**config.mk**
```make
export PLATFORM = sky130hd
export DESIGN_NAME = rsc_load_cmp
export DESIGN_NICKNAME = d
export VERILOG_FILES = /design/src/rtl/rsc_pkg.sv /design/src/rtl/rsc_load_cmp.sv
export SDC_FILE = /design/constraint.sdc
export NUM_CORES = 1
export LEC_CHECK = 0
export BUFFER_PORTS_ARGS = -buffer_cell sky130_fd_sc_hd__buf_2
export CAP_MARGIN = 0
export CELL_PAD_IN_SITES_DETAIL_PLACEMENT = 2
export CELL_PAD_IN_SITES_GLOBAL_PLACEMENT = 2
export CORE_AREA = 2 2 112 114
export DETAILED_ROUTE_END_ITERATION = 10
export DIE_AREA = 0 0 114 116
export GPL_TIMING_DRIVEN = 0
export HOLD_SLACK_MARGIN = 0.02
export PLACE_DENSITY_LB_ADDON = 0.3
export SYNTH_ARGS = -nofsm -noshare
export SYNTH_HDL_FRONTEND = slang
export SYNTH_SLANG_ARGS = --single-unit
```
**constraint.sdc**
```tcl
create_clock -name clk -period 1.8 [get_ports clk]
set_input_delay 0.36 -clock clk [delete_from_list [all_inputs] [get_ports clk]]
set_output_delay 0.36 -clock clk [all_outputs]
set_load 0.05 [all_outputs]
```
**src/rtl/rsc_pkg.sv**
```systemverilog
package rsc_pkg;
  localparam int unsigned RSC_DEPTH_DEFAULT = 64;
  localparam int unsigned RSC_AW_DEFAULT    = 32;
  localparam int unsigned RSC_DW_DEFAULT    = 32;

  // verdict of one comparison lane in the current cycle
  typedef enum logic [1:0] {
    CMP_IDLE   = 2'd0,
    CMP_AGREE  = 2'd1,
    CMP_DIFFER = 2'd2
  } cmp_verdict_e;
endpackage

```
**src/rtl/rsc_load_cmp.sv**
```systemverilog
// One-entry slot for the leading uncached load address; the trailing
// address is compared against it on arrival.
module rsc_load_cmp
  import rsc_pkg::*;
#(
  parameter int unsigned AW = 32
) (
  input  logic          clk,
  input  logic          rst,
  input  logic          lead_valid,
  input  logic [AW-1:0] lead_addr,
  output logic          lead_ready,
  input  logic          trail_valid,
  input  logic [AW-1:0] trail_addr,
  input  logic          halt,
  output cmp_verdict_e  verdict,
  output logic          orphan,
  output logic          rel_valid,
  output logic [AW-1:0] rel_addr
);
  logic          slot_valid;
  logic [AW-1:0] slot_addr;
  logic          release_now;

  assign lead_ready  = !slot_valid;
  assign orphan      = trail_valid && !slot_valid;
  assign release_now = (verdict == CMP_AGREE) && !halt;

  always_comb begin
    if (!(trail_valid && slot_valid))  verdict = CMP_IDLE;
    else if (trail_addr == slot_addr)  verdict = CMP_AGREE;
    else                               verdict = CMP_DIFFER;
  end

  always_ff @(posedge clk) begin
    if (rst) begin
      slot_valid <= 1'b0;
      slot_addr  <= '0;
      rel_valid  <= 1'b0;
      rel_addr   <= '0;
    end else begin
      rel_valid <= release_now;
      if (release_now) begin
        rel_addr   <= slot_addr;
        slot_valid <= 1'b0;
      end else if (lead_valid && !slot_valid) begin
        slot_addr  <= lead_addr;
        slot_valid <= 1'b1;
      end
    end
  end
endmodule

```
Word level (Yosys, flattened, before mapping) --
Index checks and enable logic that the tools add are counted.
Word-level totals: flip-flop bits (word level) 66, bits of input ports 69, output and inout bits 37, word-level logic and storage cells 17
Operators by class: eq/ne operators 2, multiplexer cells 2, bitwise logic cells 1, reduce and logical (&&, ||, !) cells 8
Operators with widths (number):
- 32-bit equality test | 1
- 1-bit logical AND | 4
- 2-bit 2-to-1 mux | 2
- 2-bit by 1-bit equality test with 1-bit output, second input constant | 1
- 1-bit zero test | 2
- 2-bit AND reduction | 1
- 2-bit OR reduction | 1
- 1-bit inverter | 1

Longest topological paths before layout --
word-level depth 7, mapped depth 6, gate-level depth less buffers 5

Worst setup path before layout --
No wires, ideal clock.
kind input to output, start point input port trail_addr[23], end point output port verdict[0], data arrival time 2095 ps, required time 1440 ps, slack -655 ps, stages on the path 4, path buffers 0, cells stage by stage xor2_1 nor4_1 nand4_1 nor3_1
Between the ends: cells in the longest elaborated chain, start to end 3
RTL lines:
- start, declared | RTL line rsc_load_cmp.sv:14 | input logic [AW-1:0] trail_addr,
- 32-bit equality test | RTL line rsc_load_cmp.sv:31 | else if (trail_addr == slot_addr) verdict = CMP_AGREE;
- 2-bit 2-to-1 mux | RTL line rsc_load_cmp.sv:31
- 2-bit 2-to-1 mux | RTL line rsc_load_cmp.sv:30 | if (!(trail_valid && slot_valid)) verdict = CMP_IDLE;
- end, declared | RTL line rsc_load_cmp.sv:16 | output cmp_verdict_e verdict,
Every way passes these cells.

Final worst setup path --
start point register slot_addr[12], end point output port verdict[0]
Between the ends: cells in the longest elaborated chain, start to end 3
RTL lines:
- start, declared | RTL line rsc_load_cmp.sv:22 | logic [AW-1:0] slot_addr;
- start signal, assigned | RTL line rsc_load_cmp.sv:47 | slot_addr <= lead_addr;
- 32-bit equality test | RTL line rsc_load_cmp.sv:31
- 2-bit 2-to-1 mux | RTL line rsc_load_cmp.sv:31
- 2-bit 2-to-1 mux | RTL line rsc_load_cmp.sv:30
Every way passes these cells.

==> run_results.csv <==
group,metric,value,unit
run_status,outcome,"finished with violations",
run_status,violations,"negative setup slack",
clocking,cts_tree,"built",
die,design.die.area,13200,um2
critical_path,crit_type,"reg2out",
critical_path,crit_required,1440,ps
power_and_ir_drop,pwr_density_cell,848,nW/um2
yosys,ys_dominant_reg_cell,"dfxtp_1",
placed_design,port_buffers,104,
yosys,ys_async_sr_fraction,0,%
sta,finClkSkew,5.14,ps
job,drv_cap,0,
clocking,ctsLongestPathBuffers,2,
cells_and_area,fin_cells,612,
drt,wl,10700,um
critical_path,crit_path_max_fanout,3,
cells_and_area,fin_nets,529,
placed_design,placedCellCount,584,
yosys,syn_area,2960,um2
drt,vias_per_cell,4.45,
yosys,yosysSeqAreaShare,44.6,%
cells_and_area,antenna_cells,0,
grt,gr-total-overflow,0,
critical_path,critPathMaxStageDelay,360,ps
critical_path,critical-path-slowest-cell,"dfxtp_4",
die,core-area,11900,um2
sta,period_share,121,%
critical_path,crit_path_end_kind,"primary output",
sta,final_max_slew_viol_count,0,
drt,drtIter0Drc,63,
sta,hold_ws,269,ps
cells_and_area,fin_util,35.7,%
worst_hold_path,min_path_type,"in2reg",
clocking,path_clk_slew,50,ps
critical_path,cp.arrival,1810,ps
yosys,synthTopCellsByArea,"dfxtp_1, nand2b_1, mux2i_1",
critical_path,worstPathCellList,"xor2_2 -> nor4_2 -> nand4_1 -> buf_6 -> nor3_4 -> buf_6",
sta,fin_ws,-374,ps
yosys,synth_cell_types,17,
clocking,clock-sinks,66,
die,start_util,24.9,%
yosys,syn_inst,333,
yosys,syn_area_per_cell,8.90,um2
sta,slew_headroom,56.4,%
yosys,ys_seq_elements,66,
yosys,synth_top_area_share,44.6,%
power_and_ir_drop,p_leak,1.78,nW
sta,tightest_slew,655,ps
yosys,yosysWarnings,0,
grt,grt_util_all_layers,16.5,%
drt,ant_nets,0,
cells_and_area,area_growth,43.5,%
clocking,cts_root_buf,"clkbuf_16",
grt,antenna_found_initial,0,
grt,grt_pass1_wl,16300,um
clocking,cts_buffers,9,
yosys,synth_area_leader_cell,"dfxtp_1",
die,die_w,114,um
drt,wl_per_cell,17.5,um
sta,hold_viol_final,0,
critical_path,cpLargestDelayFamily,"simple AND/OR/NAND/NOR gates",
yosys,synth_nets,402,
drt,firstDrtPassIters,4,
die,die_h,116,um
drt,vias,2723,
placed_design,place_congestion,0.791,
clocking,worstSkewPairLatency,330,ps
die,rows,40,
placed_design,hpwlAfterDp,7950,um
critical_path,cp_num_buf_inv,2,
sta,finalSetupViolCount,36,
cells_and_area,fillerInstances,1376,
sta,max_freq,460,MHz
sta,post-route-min-period,2170,ps
clocking,htreeDepth,3,
sta,rsz0062_at_grt,"true",
power_and_ir_drop,ir_worst_vdd,0.000488,V
drt,drc,0,
critical_path,crit_path_frequent_cell,"buf_6",
grt,grt_pass1_vias,3009,
yosys,synth-edff-count,0,
cells_and_area,drive_gt1_share,32.5,%
yosys,synth_common_cells,"dfxtp_1, nand2_1, nand2b_1",
grt,grt_start_max_net_pins,11,
die,io_pins,106,
critical_path,start_kind,"flop",
## layout by cell type, fill, tap and decap left out, types with 2 or more instances in the layout
cell type | netlist | layout
buf_2 | 0 | 102
nand4_1 | 2 | 2
nand2_1 | 66 | 66
dfxtp_1 | 66 | 61
mux2i_1 | 32 | 32
dfxtp_2 | 0 | 4
nor4_4 | 1 | 2
buf_12 | 0 | 3
buf_4 | 0 | 5
buf_6 | 3 | 6
nor2_1 | 3 | 2
clkbuf_8 | 0 | 3
clkbuf_1 | 15 | 17
a21oi_1 | 32 | 32
nor4_2 | 0 | 5
or2b_1 | 3 | 3
xor2_2 | 0 | 2
nor3_4 | 0 | 2
nor2b_1 | 3 | 2
nand2b_1 | 61 | 61
clkbuf_16 | 0 | 12
clkinv_2 | 0 | 2
buf_1 | 3 | 3
xor2_1 | 32 | 30
nor4_1 | 8 | 2
## through the flow
stage	TNS [ps]	total power, mW	worst slack, ps	area [um2]
2_1_floorplan	-6350	1.76	-208	2980
4_1_cts	-13980	3.65	-455	4100
6_report	-10890	3.61	-374	4250
5_1_grt	-16640	3.77	-496	4250
3_5_place_dp	-39070	1.94	-1070	3690
3_3_place_gp	-37650	1.93	-990	3690
## registers in the layout (all words and copies together) (netlist names)
signal,cells
rel_addr,32
rel_valid,1
slot_addr,32
slot_valid,1
## routing by layer
layer / vias up / global-route usage, % / routed length, um
li1: 1329 / - / -
met1: 1310 / 20.3 / 4710
met2: 73 / 28.7 / 5420
met3: 11 / 3.19 / 380
met4: 0 / 6.34 / 216
met5: - / 0 / 0
## worst reg2reg max path: cells and delay by family (launching register included)
family	cells	cell delay [ps]
and+or+nand+nor	3	690
xor gates and xnor gates	1	150
muxes	1	180
buffers and inverters	4	670
DFF	1	360
## what timing repair did
item | 4_1_cts | 5_1_grt
cloned | 0 | 3
setup buffers | 8 | 1
hold buffers | 0 | 0
gates resized for setup | 18 | 13
pin swaps | 7 | 6
endpoints found under the setup margin | 36 | 36
## area by class of cell
class                   instances  area (um2)  share of cell area [%]
flip-flops and latches         66        1330                    31.3
repair buffers                116         691                    16.2
well taps                     147         184                    4.33
plain buffers                  21         128                    3.00
inverters                       1        3.75                  0.0883
clock buffers                  14         274                    6.45
multi-input cells             245        1630                    38.4
clock inverters                 2        10.0                   0.236
## logic make-up (layout without fill, tap and decap cells)
family,after synthesis,count (layout),synth area share (%)
and+or+nand+nor,149,149,26.2
xor gates and xnor gates,32,32,9.46
DFF,66,66,44.6
muxes,32,32,10.8
buffers and inverters,22,154,3.55
AOI/OAI and AO/OA,32,32,5.41
## final timing paths
check | from | endpoint | slack (ps) | cells after the start
hold / removal | lead_addr[11] | slot_addr[11] | 270 | 3
setup / recovery | slot_addr[12] | verdict[0] | -370 | 6
setup reg to reg | slot_addr[12] | rel_addr[24] | -340 | 9
hold reg to reg | rel_addr[10] | rel_addr[10] | 470 | 2
## power breakdown
part           internal [mW]  leakage [nW]  total [mW]  switching (mW)
logic                  0.165          1.10       0.393           0.227
clock network           1.04         0.143        1.66           0.623
registers               1.50         0.539        1.55          0.0442
total                   2.71          1.78        3.61           0.894
No activity file was read; power rests on OpenSTA's default activity.
